### config.mk
export PLATFORM = sky130hd
export DESIGN_NAME = bus_tenure_limiter
export DESIGN_NICKNAME = d
export VERILOG_FILES = /design/src/rtl/btl_pkg.sv /design/src/rtl/btl_word_ctr.sv /design/src/rtl/btl_tenure_ctr.sv /design/src/rtl/bus_tenure_limiter.sv
export SDC_FILE = /design/constraint.sdc
export NUM_CORES = 1
export LEC_CHECK = 0
export ABC_CLOCK_PERIOD_IN_PS = 2750
export BUFFER_PORTS_ARGS = -buffer_cell sky130_fd_sc_hd__buf_2
export CAP_MARGIN = 15
export CORE_AREA = 8 8 60 62
export CTS_CLUSTER_DIAMETER = 150
export DETAILED_ROUTE_END_ITERATION = 7
export DIE_AREA = 0 0 68 70
export MAX_ROUTING_LAYER = met4
export PLACE_DENSITY = 0.6
export SKIP_LAST_GASP = 1
export SYNTH_ARGS = -nofsm -noshare
export SYNTH_HDL_FRONTEND = slang
export SYNTH_SLANG_ARGS = --single-unit
### constraint.sdc
create_clock -name clk -period 2.75 [get_ports clk]
set_clock_uncertainty 0.15 [all_clocks]
set_input_delay 0.275 -clock clk [delete_from_list [all_inputs] [get_ports clk]]
set_output_delay 0.275 -clock clk [all_outputs]
set_load 0.05 [all_outputs]
### src/rtl/btl_pkg.sv
package btl_pkg;

    typedef enum logic [1:0] {
        ST_IDLE = 2'd0,
        ST_REQ  = 2'd1,
        ST_OWN  = 2'd2,
        ST_GAP  = 2'd3
    } btl_state_e;

    typedef struct packed {
        btl_state_e st;
    } btl_ctl_s;

endpackage

### src/rtl/btl_word_ctr.sv
module btl_word_ctr #(
    parameter int WC_W = 8
) (
    input  logic            clk,
    input  logic            rst,
    input  logic            load,
    input  logic [WC_W-1:0] load_val,
    input  logic            dec,
    output logic [WC_W-1:0] count,
    output logic            last
);
    logic [WC_W-1:0] count_d, count_q;

    always_comb begin
        count_d = count_q;
        if (load) begin
            count_d = load_val;
        end else if (dec && count_q != '0) begin
            count_d = count_q - WC_W'(1);
        end
    end

    always_ff @(posedge clk) begin
        if (rst) count_q <= '0;
        else     count_q <= count_d;
    end

    assign count = count_q;
    assign last  = (count_q == WC_W'(1));

    // every accepted transfer removes exactly one word
    p_word_dec_r5: assert property (@(posedge clk) disable iff (rst)
        (dec && !load && count_q != '0) |=> (count_q == $past(count_q) - WC_W'(1)));

endmodule

### src/rtl/btl_tenure_ctr.sv
module btl_tenure_ctr #(
    parameter int BURST_LEN = 8,
    parameter int CNT_W     = $clog2(BURST_LEN) + 1
) (
    input  logic             clk,
    input  logic             rst,
    input  logic             clear,
    input  logic             inc,
    output logic [CNT_W-1:0] count,
    output logic             limit_hit
);
    localparam logic [CNT_W-1:0] LAST_IDX = CNT_W'(BURST_LEN - 1);
    localparam logic [CNT_W-1:0] SAT_VAL  = '1;

    logic [CNT_W-1:0] count_d, count_q;

    always_comb begin
        count_d = count_q;
        if (clear) begin
            count_d = '0;
        end else if (inc && count_q != SAT_VAL) begin
            count_d = count_q + CNT_W'(1);
        end
    end

    always_ff @(posedge clk) begin
        if (rst) count_q <= '0;
        else     count_q <= count_d;
    end

    assign count     = count_q;
    assign limit_hit = (count_q == LAST_IDX);

    // a cleared counter reads zero on the following cycle
    p_clear_zero_r4: assert property (@(posedge clk) disable iff (rst)
        clear |=> (count_q == '0));

endmodule

### src/rtl/bus_tenure_limiter.sv
module bus_tenure_limiter
    import btl_pkg::*;
#(
    parameter int WC_W      = 8,
    parameter int BURST_LEN = 8,
    parameter int CNT_W     = $clog2(BURST_LEN) + 1
) (
    input  logic             clk,
    input  logic             rst,
    input  logic             burst_unlimited,
    input  logic             job_load,
    input  logic [WC_W-1:0]  job_words,
    input  logic             bus_grant,
    input  logic             other_req,
    input  logic             xfer_done,
    output logic             bus_req,
    output logic             bus_master,
    output logic [WC_W-1:0]  words_left,
    output logic [CNT_W-1:0] tenure_cnt
);
    btl_ctl_s ctl_d, ctl_q;

    logic load_ok;
    logic grant_take;
    logic xfer_ok;
    logic last_word;
    logic limit_hit;
    logic yield_now;

    assign load_ok    = (ctl_q.st == ST_IDLE) && job_load && (job_words != '0);
    assign grant_take = (ctl_q.st == ST_REQ) && bus_grant;
    assign xfer_ok    = (ctl_q.st == ST_OWN) && xfer_done;
    assign yield_now  = other_req || (!burst_unlimited && limit_hit);

    btl_word_ctr #(.WC_W(WC_W)) u_words (
        .clk      (clk),
        .rst      (rst),
        .load     (load_ok),
        .load_val (job_words),
        .dec      (xfer_ok),
        .count    (words_left),
        .last     (last_word)
    );

    btl_tenure_ctr #(.BURST_LEN(BURST_LEN), .CNT_W(CNT_W)) u_tenure (
        .clk       (clk),
        .rst       (rst),
        .clear     (grant_take),
        .inc       (xfer_ok),
        .count     (tenure_cnt),
        .limit_hit (limit_hit)
    );

    always_comb begin
        ctl_d = ctl_q;
        unique case (ctl_q.st)
            ST_IDLE: if (load_ok)    ctl_d.st = ST_REQ;
            ST_REQ:  if (bus_grant)  ctl_d.st = ST_OWN;
            ST_OWN: begin
                if (xfer_done) begin
                    if (last_word)      ctl_d.st = ST_IDLE;
                    else if (yield_now) ctl_d.st = ST_GAP;
                end
            end
            ST_GAP:  if (!bus_grant) ctl_d.st = ST_REQ;
            default: ctl_d.st = ST_IDLE;
        endcase
    end

    always_ff @(posedge clk) begin
        if (rst) ctl_q.st <= ST_IDLE;
        else     ctl_q    <= ctl_d;
    end

    assign bus_req    = (ctl_q.st == ST_REQ) || (ctl_q.st == ST_OWN);
    assign bus_master = (ctl_q.st == ST_OWN);

    p_master_has_req_r4: assert property (@(posedge clk) disable iff (rst)
        bus_master |-> bus_req);

    p_grant_wins_r4: assert property (@(posedge clk) disable iff (rst)
        (bus_req && !bus_master && bus_grant) |=> bus_master);

    p_new_tenure_zero_r4: assert property (@(posedge clk) disable iff (rst)
        $rose(bus_master) |-> (tenure_cnt == '0));

    p_limit_release_r6: assert property (@(posedge clk) disable iff (rst)
        (bus_master && xfer_done && !burst_unlimited &&
         tenure_cnt == CNT_W'(BURST_LEN - 1)) |=> !bus_req);

    p_yield_release_r7: assert property (@(posedge clk) disable iff (rst)
        (bus_master && xfer_done && other_req) |=> !bus_master);

    p_unlimited_keep_r8: assert property (@(posedge clk) disable iff (rst)
        (bus_master && xfer_done && burst_unlimited && !other_req &&
         words_left > WC_W'(1)) |=> bus_master);

    p_job_end_r9: assert property (@(posedge clk) disable iff (rst)
        (bus_master && xfer_done && words_left == WC_W'(1)) |=>
        (!bus_req && words_left == '0));

    p_no_req_without_work_r9: assert property (@(posedge clk) disable iff (rst)
        bus_req |-> (words_left != '0));

    p_fresh_arbitration_r10: assert property (@(posedge clk) disable iff (rst)
        (!bus_req && words_left != '0 && bus_grant) |=> !bus_req);

endmodule

Word-level counts from Yosys, hierarchy flattened
Cells that the tools add are included.
Widths: inputs -> output; s select.
{"block": "word_totals", "regBits": 14, "out_inout_bits": 14}
{"block": "op_classes", "n_addsub": 2, "eq_ne": 11, "n_mux": 9, "n_reduce_logical": 16}
{"op": "$mux 8", "count": 2}
{"op": "$reduce_bool 8->1", "count": 2}
{"op": "$mux 2", "count": 6}
{"op": "$eq 8x1->1 const B", "count": 1}
{"op": "$ne 2x2->1 const B", "count": 4}
{"op": "$pmux 2 s4", "count": 1}
{"op": "$sub 8x1->8 const B", "count": 1}
{"op": "$logic_and 1x1->1", "count": 7}
{"op": "$reduce_and 5->1", "count": 1}
{"op": "$add 4x1->4 const B", "count": 1}
{"op": "$eq 2x2->1 const B", "count": 2}
{"op": "$eq 4x3->1 const B", "count": 1}
{"op": "$ne 4x4->1 const B", "count": 1}
{"op": "$ne 3x1->1 const B", "count": 1}
{"op": "$eq 2x1->1 const B", "count": 1}
{"op": "$logic_not 2->1", "count": 1}
{"op": "$logic_or 1x1->1", "count": 2}
{"op": "$reduce_bool 2->1", "count": 1}
{"op": "$reduce_or 2->1", "count": 1}
{"op": "$logic_not 1->1", "count": 1}

Logic depth before layout (Yosys ltp)
Gate-level depths: netlist of run 1.
{"block": "depth", "ltp_word": 7, "mapped_depth": 7, "mapped_depth_nobuf": 7}

Cells and area by module
A second synthesis of run 1 with hierarchy kept.
{"block": "hier_totals", "cells_unflattened": 110, "area_unflattened_um2": 975.9}
{"mod": "btl_word_ctr", "instances": 1, "cells_per_inst": 59, "area_per_inst_um2": 524.3, "seq_area_each_um2": 160.2}
{"mod": "bus_tenure_limiter", "instances": 1, "cells_per_inst": 29, "area_per_inst_um2": 252.7, "seq_area_each_um2": 40.0}
{"mod": "btl_tenure_ctr", "instances": 1, "cells_per_inst": 22, "area_per_inst_um2": 198.9, "seq_area_each_um2": 80.1}

Worst setup path after synthesis of run 1
No wires, ideal clock.
{"block": "synth_timing", "kind": "reg-to-reg", "start": "register u_words.count_q[0] (netlist: u_words.count[0])", "end": "register ctl_q[1] (netlist name)", "setup_time_ps": 87, "arrival_ps": 2179, "t_required_ps": 2513, "path_slack_ps": 333, "stages_incl_launch_ff": 7, "synth_period_minus_slack_ps": 2417, "cell_sequence": "dfxtp_1 > ha_1 > or4b_1 > o21ai_2 > o311ai_2 > or4_1 > o31ai_1"}
{"block": "synth_between", "elab_chain_cells": 4}
{"element": "start: declaration", "line_no": "btl_word_ctr.sv:12", "source": "logic [WC_W-1:0] count_d, count_q;"}
{"element": "start signal: assignment", "line_no": "btl_word_ctr.sv:25", "source": "else count_q <= count_d;"}
{"element": "$eq 8x1->1 (*)", "line_no": "btl_word_ctr.sv:29", "source": "assign last = (count_q == WC_W'(1));"}
{"element": "$mux 2", "line_no": "bus_tenure_limiter.sv:61", "source": "if (last_word) ctl_d.st = ST_IDLE;"}
{"element": "$mux 2", "line_no": "bus_tenure_limiter.sv:60", "source": "if (xfer_done) begin"}
{"element": "$pmux 2 s4", "line_no": "bus_tenure_limiter.sv:56", "source": "unique case (ctl_q.st)"}
{"element": "end signal: assignment", "line_no": "bus_tenure_limiter.sv:72", "source": "else ctl_q <= ctl_d;"}
{"element": "end: declaration", "line_no": "bus_tenure_limiter.sv:21", "source": "btl_ctl_s ctl_d, ctl_q;"}
Every way passes the cells marked *; elsewhere a longest branch is shown, timed or not. The select of a mux whose other input is x is not followed.
A chain may end at the register's enable or synchronous reset.

Final worst setup path of run 1
{"block": "layout_timing", "start": "register u_words.count_q[1] (netlist: u_words.count[1])", "end": "register ctl_q[1] (netlist name)"}
The elaborated chain is that of the path after synthesis.

==> results of run 1 <==
-- sequential cells by signal, indices dropped and copies added, names as in the netlist --
| signal | cells |
|---|---|
| u_tenure.count | 4 |
| u_words.count | 8 |
| ctl_q | 2 |
-- cells by family (layout without fill, tap and decap cells) --
| kind of cell | Yosys count | after routing | synth area share (%) |
|---|---|---|---|
| flops | 14 | 14 | 31.59 |
| compound gates | 24 | 24 | 20.45 |
| xor+xnor | 5 | 5 | 4.937 |
| simple gates | 41 | 41 | 24.26 |
| mux | 4 | 4 | 4.514 |
| fa+ha+maj | 8 | 8 | 11.28 |
| buf+inv | 7 | 36 | 2.962 |
-- cell type report --
cell class	count	share of cell area, %
clock buffers	3	2.083
multi-input cells	82	53.70
well taps	31	3.588
repair buffers	28	12.96
inverters	5	1.736
flip-flops and latches	14	25.93
-- worst max-delay path: stages (launching register included) --
cell and delay, ps:
dfxtp_1 340, inv_1 110, ha_1 150, or4b_1 440, o21ai_2 200, o311ai_2 140, or4_1 520, o31ai_1 80
-- report_power, final --
group	switching, µW	internal (µW)	total [µW]
registers	27.7	224	252
clock network	68.0	50.8	119
logic	181	90.4	271
-- per-stage QoR --
step / util (%) / power, µW
5_1_grt: 40.60 / 684.5
3_3_place_gp: 39.76 / 525.9
6_report: 40.60 / 642.1
4_1_cts: 40.60 / 650.3
3_5_place_dp: 39.76 / 529.3
2_1_floorplan: - / 462.1
-- metal layers --
metal  wire, µm  vias up  global-route usage, %
li1           -      443                      -
met3        167        2                  3.668
met2       1019       27                  15.03
met1       1155      409                  13.11
met5          0        -                      -
met4         14        0                  2.733
-- worst paths after layout --
path | from | cells past startpoint | to | slack (ps)
worst max-delay path | u_words.count[1] | 7 | ctl_q[1] | 540
worst max register to register | u_words.count[1] | 7 | ctl_q[1] | 540
worst min register to register | ctl_q[0] | 2 | ctl_q[0] | 390
worst min-delay path | job_words[4] | 3 | u_words.count[4] | 120
-- cell usage in the layout, fill, tap and decap left out, types with 4 or more instances in the layout --
master and n:
nand2_1 6, nor2_1 13, nor3_1 4, a211oi_1 4
a21oi_1 4, ha_1 8, mux2i_1 4, dfxtp_1 14
inv_1 5, buf_2 28
==> flow_summary_export.csv, run 1 <==
group,metric,value,unit
layout,syn2layout_area_growth,21.86,%
yosys,synth_top_flop_cell,"dfxtp_1",
placement,place_area,0.001059,mm²
grt,grt_pass1_vias,833,
pwr,p_leak,0.0004661,µW
clock_network,cts_setup_buffers,0,
timing,fmax,0.4527,GHz
yosys,yosys.cell_count.top_type,"dfxtp_1",
detailed_routing,ant_nets,0,
worst_setup_path,critPathKind,"reg2reg",
timing,max-slew-margin-rel,56.90,%
clock_network,clk_latency,280,ps
worst_setup_path,worst_ep_required_time,2790,ps
min_path,hold_path.class,"in2reg",
placement,hpwlAfterDp,1926,µm
grt,grt_pass1_wl,3822,µm
timing,period_minus_slack,2209,ps
layout,layout.nets,157,
floorplanning,die_h,70,µm
yosys,synth-seq-cells,14,
worst_setup_path,path_max_fanout,4,
clock_network,cts_buffer_depth,2,
clock_network,clock_sinks,14,
status,status,"finished, final reports clean",
detailed_routing,wl,2357,µm
yosys,yosysTopAreaCellShare,31.59,%
timing,slew_violations,0,
clock_network,cts.clk_slew.worst_paths,90,ps
layout,design_area,0.001081,mm²
yosys,synthCells,103,
grt,antenna_found_initial,0,
floorplanning,io_pins,29,
timing,hold_viol,0,
grt,overflow,0,
worst_setup_path,crit_path_end_kind,"flop",
timing,hold_slack,121.5,ps
clock_network,cts_made_buffers,3,
floorplanning,num_rows,19,
pwr,cellPowerDensity,594.0,mW/mm²
timing,finalCritPeriodShare,80.32,%
layout,fill_cells,280,
clock_network,root_buffer,"clkbuf_4",
timing,fin_setup_tns,0,ps
timing,rsz0062_at_grt,"false",
yosys,synth.avg_cell_area,8.613,µm²
layout,drive_above_1_share,26.52,%
clock_network,hold_buffers,0,
placement,dp.cells,160,
worst_setup_path,worstSetupStartpointType,"flop",
detailed_routing,wl_per_cell,14.46,µm
timing,final.setup.worst_slack,541.2,ps
yosys,synth_edf_count,0,
yosys,synth_area_leaders,"dfxtp_1, ha_1, nor2_1, mux2i_1, a211oi_1",
worst_setup_path,cp.arrival,2250,ps
layout,diodes,0,
grt,gr-usage-all-layers,10.34,%
clock_network,cts-resized-gates,0,
detailed_routing,drt_iter0_markers,46,
placement,place.gp.congestion,0.8619,
yosys,synth_area,887.1,µm²
floorplanning,die_w,68,µm
floorplanning,core,0.002663,mm²
detailed_routing,drc_errors,0,
layout,multi_input_area,580.6,µm²
placement,io_buffer_count,28,
grt,grt_max_degree,13,
yosys,yosys_warnings,0,
yosys,synthArstFlopShare,0,%
clock_network,cts_htree_levels,1,
pwr,irDropWorstVdd,0.0002840,V
detailed_routing,vias,881,
yosys,synth_top_area_cell,"dfxtp_1",
clock_network,cts_tree,"built",
layout,instances_no_fill,163,
floorplanning,start_util,33.32,%
floorplanning,dieArea,0.004760,mm²
flow_run,cap_violations,0,
placement,place_ws,560.9,ps
timing,setup_viol,0,
detailed_routing,vias_per_cell,5.405,
yosys,synth_commonest_cells,"dfxtp_1, nor2_1, ha_1",
layout,regArea,280.3,µm²
timing,tightest_slew,637.5,ps
yosys,ys_seq_area_share,31.59,%
yosys,synth_nets,126,
yosys,synth.distinct_cells,36,
detailed_routing,firstDrtPassIters,4,
Power figures use the tool's default switching activity.
==> run 2, diff against run 1 <==
ABC_AREA = 1   (was unset)
ABC_CLOCK_PERIOD_IN_PS = 1900   (was 2750)
CORE_AREA = 8 8 65 67   (was 8 8 60 62)
DIE_AREA = 0 0 73 75   (was 0 0 68 70)
PLACE_DENSITY = 0.61   (was 0.6)
clock period = 1.9 ns   (was 2.75 ns; I/O delays follow)
==> flow_summary_export.csv, run 2 <==
group,metric,value,unit
status,status,"finished, final reports clean",
worst_setup_path,crit_path_end_kind,"flop",
grt,antenna_found_initial,0,
yosys,synthArstFlopShare,0,%
grt,gr-usage-all-layers,11.08,%
floorplanning,core,0.003232,mm²
timing,fin_setup_tns,0,ps
clock_network,cts.clk_slew.worst_paths,90,ps
yosys,synth_top_area_cell,"dfxtp_1",
yosys,ys_seq_area_share,25.90,%
timing,rsz0062_at_grt,"false",
timing,hold_viol,0,
timing,finalCritPeriodShare,89.26,%
clock_network,cts_htree_levels,1,
worst_setup_path,crit_path_max_incr_delay,370,ps
detailed_routing,wl,2664,µm
pwr,p_leak,0.0006984,µW
clock_network,cts_tree,"built",
layout,diodes,0,
floorplanning,dieArea,0.005475,mm²
timing,tightest_slew,413.9,ps
detailed_routing,wl_per_cell,10.83,µm
pwr,total_power,1753,µW
yosys,synth.avg_cell_area,6.481,µm²
yosys,yosysTopAreaCellShare,25.90,%
flow_run,cap_violations,0,
placement,io_buffer_count,28,
detailed_routing,vias,1139,
detailed_routing,met1_length,1287,µm
timing,slew_violations,0,
pwr,switching_share,53.50,%
worst_setup_path,cp-startpoint,"ctl_q[0]",
worst_setup_path,worst_ep_required_time,1940,ps
grt,grt_pass1_vias,1118,
yosys,synth_area_leaders,"dfxtp_1, nand3_1, nand2_1, ha_1, inv_1",
clock_network,clock_sinks,14,
yosys,synth_edf_count,0,
yosys,synth_top_flop_cell,"dfxtp_1",
min_path,min_from,"bus_grant",
pwr,seqPwrFrac,24.2,%
worst_setup_path,r2r-start,"ctl_q[0]",
timing,max-slew-margin-rel,72.30,%
pwr,clkPwrFrac,12.9,%
pwr,p_int,815.4,µW
timing,period_minus_slack,1696,ps
timing,setup_viol,0,
yosys,synthCells,167,
clock_network,cts_buffer_depth,2,
layout,layout_common_cells,"nand2_1, nand3_1, buf_2",
min_path,hold_path.class,"in2reg",
yosys,synth.distinct_cells,22,
grt,grt_pass1_wl,4719,µm
placement,place.gp.congestion,0.8934,
floorplanning,start_util,33.49,%
layout,syn2layout_area_growth,22.54,%
detailed_routing,vias_per_cell,4.630,
pwr,cellPowerDensity,1322,mW/mm²
timing,hold_slack,96.13,ps
detailed_routing,top_layer,"met4",
worst_setup_path,critPathKind,"reg2reg",
worst_setup_path,path_cells,"inv_1 > ha_1 > nand2_1 > inv_2 > o21ai_4 > nand2_1 > nand3_1 > nand2_1 > nand2_1 > nor2_1",
detailed_routing,wl_met2,1217,µm
worst_setup_path,worstSetupStartpointType,"flop",
layout,drive_above_1_share,21.50,%
clock_network,clk_latency,280,ps
layout,largest_reg_flops,8,
grt,grt_max_degree,18,
layout,layout.nets,224,
worst_setup_path,crit_path_top_delay_cell,"dfxtp_1",
placement,hpwlAfterDp,2140,µm
grt,overflow,0,
floorplanning,die_h,75,µm
detailed_routing,drt_iter0_markers,34,
pwr,irDropWorstVdd,0.0008888,V
yosys,synth_commonest_cells,"nand2_1, nand3_1, inv_1",
timing,fmax,0.5896,GHz
floorplanning,die_w,73,µm
worst_setup_path,critPathBufInv,2,
worst_setup_path,path_max_fanout,17,
layout,fill_cells,373,
worst_setup_path,path_common_cell,"nand2_1",
detailed_routing,firstDrtPassIters,4,
layout,final_common_cell,"nand2_1",
pwr,p_comb_share,62.9,%
yosys,synth-seq-cells,14,
yosys,yosys_warnings,0,
floorplanning,io_pins,29,
worst_setup_path,cp.arrival,1740,ps
floorplanning,num_rows,21,
pwr,switchingPower,938.0,µW
detailed_routing,drc_errors,0,
yosys,yosys.cell_count.top_type,"nand2_1",
yosys,synth_nets,190,
yosys,synth_area,0.001082,mm²
clock_network,root_buffer,"clkbuf_4",
worst_setup_path,cp_top_family,"simple AND/OR/NAND/NOR gates",
detailed_routing,ant_nets,0,
detailed_routing,wl_met3,102,µm
clock_network,cts_made_buffers,3,
==> run 2: cell count changes after synthesis, moves of 3 or more <==
| cell | before | now |
|---|---|---|
| mux2i_1 | 4 | 0 |
| inv_1 | 5 | 26 |
| nand2_1 | 6 | 29 |
| o21ai_0 | 2 | 6 |
| nand3_1 | 2 | 28 |
| a211oi_1 | 4 | 0 |
| nor3_1 | 4 | 1 |
| nand2_2 | 0 | 3 |
| nor2_1 | 13 | 23 |
| nor4_1 | 3 | 0 |
| o31ai_1 | 3 | 0 |
| o211ai_1 | 1 | 8 |
==> run 2: tightest hold or removal path, delay by kind of cell <==
family,cells,cell delay (ps)
compound gates,3,210
buf+inv,1,100
==> run 2: through the flow <==
| stage | utilization, % | cells | area [µm²] | setup WS, ps |
|---|---|---|---|---|
| 6_report | 41.04 | 246 | 1326 | 204.0 |
| 5_1_grt | 41.04 | 246 | 1326 | 6.273 |
| 4_1_cts | 41.04 | 246 | 1326 | 193.6 |
| 3_5_place_dp | 39.61 | 241 | 1280 | 213.9 |
| 3_3_place_gp | 39.61 | 241 | 1280 | 241.7 |
| 2_1_floorplan | - | 167 | 1086 | 35.41 |
==> run 2: kinds of logic after synthesis <==
kind of cell             Yosys count  share of synthesized area, %
XOR/XNOR                           3                         2.428
flip-flops                        14                         25.90
adder cells (fa/ha/maj)            8                         9.249
AO/OA/AOI/OAI                     22                         14.34
buffers and inverters             29                         10.75
AND/OR/NAND/NOR                   91                         37.34
==> run 2: routing by layer <==
layer / global-route usage [%] / vias to the layer above
li1: - / 611
met1: 13.42 / 500
met2: 17.38 / 23
met3: 1.332 / 5
met4: 6.444 / 0
met5: - / -
==> run 2: worst paths after layout <==
kind	slack [ps]	cells past startpoint	to
setup reg to reg	200	10	ctl_q[1]
hold reg to reg	360	2	u_tenure.count[3]
hold / removal	100	4	u_tenure.count[3]
setup / recovery	200	10	ctl_q[1]
==> run 2: final cells by class <==
class	instances	area, µm²	area share [%]
flip-flops and latches	14	281.5	21.23
repair buffers	30	157.7	11.89
clock buffers	4	36.28	2.736
inverters	28	105.1	7.925
well taps	46	57.56	4.340
multi-input cells	124	688.2	51.89
==> run 2: what timing repair did <==
action,in CTS,in global routing
setup buffers,0,0
endpoints found under the setup margin,0,1
hold buffers,1,0
gates resized for setup,0,1
endpoints found under the hold margin,1,0
==> run 2: power by group through the flow <==
stage / Sequential [µW] / Clock [µW] / Combinational (µW)
after floorplan: 566 / 0 / 777
after global placement: 431 / 0 / 1110
after detailed placement: 431 / 0 / 1110
after CTS: 425 / 238 / 1120
after global routing: 440 / 251 / 1260
final: 424 / 226 / 1100
==> run 3, diff against run 2 <==
CTS_BUF_LIST = sky130_fd_sc_hd__clkbuf_8 sky130_fd_sc_hd__clkbuf_16   (was unset)
==> flow_summary_export.csv, run 3 (synthesized netlist as in run 2, its figures left out) <==
group,metric,value,unit
status,status,"finished, final reports clean",
timing,period_minus_slack,1691,ps
floorplanning,num_rows,21,
placement,io_buffer_count,28,
pwr,irDropWorstVdd,0.0008988,V
clock_network,clock_sinks,14,
min_path,hold_depth,4,
worst_setup_path,r2r-start,"ctl_q[0]",
worst_setup_path,path_cells,"inv_1 > ha_1 > nand2_1 > inv_2 > o21ai_4 > nand2_1 > nand3_1 > nand2_1 > nand2_1 > nor2_1",
worst_setup_path,path_common_cell,"nand2_1",
timing,hold_viol,0,
clock_network,cts_buffer_depth,2,
worst_setup_path,critical_path_depth,10,
detailed_routing,firstDrtPassIters,4,
detailed_routing,drt_iter0_markers,35,
clock_network,cts.clk_slew.worst_paths,60,ps
pwr,switching_share,51.60,%
layout,diodes,0,
worst_setup_path,worstSetupStartpointType,"flop",
pwr,cellPowerDensity,1356,mW/mm²
grt,grt_pass1_vias,1130,
clock_network,cts_htree_levels,1,
detailed_routing,drc_errors,0,
worst_setup_path,worst_ep_required_time,1890,ps
layout,layout_common_cells,"nand2_1, nand3_1, buf_2",
pwr,switchingPower,941.2,µW
clock_network,clk_latency,250,ps
pwr,p_comb_share,60.4,%
placement,place_ws,213.9,ps
layout,regArea,281.5,µm²
grt,antenna_found_initial,0,
timing,rsz0062_at_grt,"false",
min_path,min_from,"bus_grant",
layout,drive_above_1_share,21.50,%
timing,final.setup.worst_slack,209.1,ps
timing,tightest_slew,418.1,ps
floorplanning,die_w,73,µm
clock_network,root_buffer,"clkbuf_8",
layout,layout.nets,224,
min_path,hold_path.class,"in2reg",
detailed_routing,vias_per_cell,4.634,
layout,final_common_cell,"nand2_1",
layout,multi_input_area,688.2,µm²
layout,syn2layout_area_growth,24.28,%
worst_setup_path,crit_path_max_incr_delay,360,ps
worst_setup_path,r2r_slack,210,ps
detailed_routing,wl,2667,µm
timing,slew_violations,0,
timing,fin_setup_tns,0,ps
clock_network,cts_made_buffers,3,
grt,grt_pass1_wl,4733,µm
pwr,p_leak,0.0007062,µW
worst_setup_path,cp.arrival,1680,ps
detailed_routing,vias,1140,
detailed_routing,wl_per_cell,10.84,µm
timing,finalCritPeriodShare,89.00,%
grt,grt_max_degree,18,
worst_setup_path,timing.rr.end,"ctl_q[1]",
worst_setup_path,crit_path_end_kind,"flop",
floorplanning,dieArea,0.005475,mm²
clock_network,cts_setup_buffers,0,
grt,gr-usage-all-layers,11.08,%
worst_setup_path,critPathKind,"reg2reg",
min_path,holdPathEnd,"u_tenure.count[1]",
floorplanning,io_pins,29,
floorplanning,core,0.003232,mm²
placement,place.gp.congestion,0.8934,
pwr,p_int,882.9,µW
layout,largest_reg_flops,8,
timing,fmax,0.5914,GHz
floorplanning,die_h,75,µm
flow_run,cap_violations,0,
pwr,clkPwrFrac,16.3,%
pwr,total_power,1824,µW
timing,setup_viol,0,
detailed_routing,ant_nets,0,
timing,max-slew-margin-rel,72.02,%
clock_network,cts_tree,"built",
worst_setup_path,critPathBufInv,2,
worst_setup_path,crit_path_top_delay_cell,"dfxtp_1",
worst_setup_path,cp_top_family,"simple AND/OR/NAND/NOR gates",
timing,hold_slack,143.7,ps
worst_setup_path,r2r_cells,10,
grt,overflow,0,
layout,fill_cells,367,
floorplanning,start_util,33.49,%
pwr,seqPwrFrac,23.3,%
worst_setup_path,path_max_fanout,17,
placement,hpwlAfterDp,2140,µm
run 3: cell types whose count changed in the layout (fill, tap and decap cells not counted):
cell      previous run  this run
clkbuf_8             1         4
clkbuf_4             3         0
run 3: per-layer routing:
layer	global-route usage, %	vias up	share of wire [%]
li1	-	609	-
met1	13.42	505	50
met2	17.48	22	46
met3	1.598	4	2.8
met4	5.778	0	1.8
met5	-	-	0
run 3: what timing repair did:
item                       CTS  global route
resized for setup            0             1
hold buffers                 1             0
setup endpoints to repair    0             1
hold endpoints to repair     1             0
run 3: per-stage QoR:
step | instances | area [µm²] | util [%]
finish | 246 | 1345 | 41.62
detailed placement | 241 | 1280 | 39.61
CTS | 246 | 1345 | 41.62
global placement | 241 | 1280 | 39.61
global route | 246 | 1345 | 41.62
floorplan | 167 | 1086 | -
run 3: power groups by stage:
stage	clock [µW]	combinational, µW	sequential [µW]
finish	297	1100	425
global route	324	1260	440
CTS	311	1110	425
detailed placement	0	1110	431
global placement	0	1110	431
floorplan	0	777	566
run 3: worst min-delay path, cell delays in order:
cell and delay (ps):
buf_2 100, a21oi_1 100, o21ai_0 70, nor2_1 40
run 3: final cells by class:
| cell class | instances | area share (%) |
|---|---|---|
| Multi-Input combinational cell | 124 | 51.16 |
| Sequential cell | 14 | 20.93 |
| Timing Repair Buffer | 30 | 11.72 |
| Inverter | 28 | 7.814 |
| Tap cell | 46 | 4.279 |
| Clock buffer | 4 | 4.093 |
run 3: worst max path at each step:
stage | to | slack [ps] | start
final | ctl_q[1] | 210 | ctl_q[0]
after floorplan | u_words.count[7] | 40 | u_words.count[1]
after detailed placement | ctl_q[1] | 210 | ctl_q[0]
after CTS | ctl_q[1] | 200 | ctl_q[0]
after global routing | ctl_q[0] | 10 | ctl_q[0]
after global placement | u_tenure.count[3] | 240 | ctl_q[0]
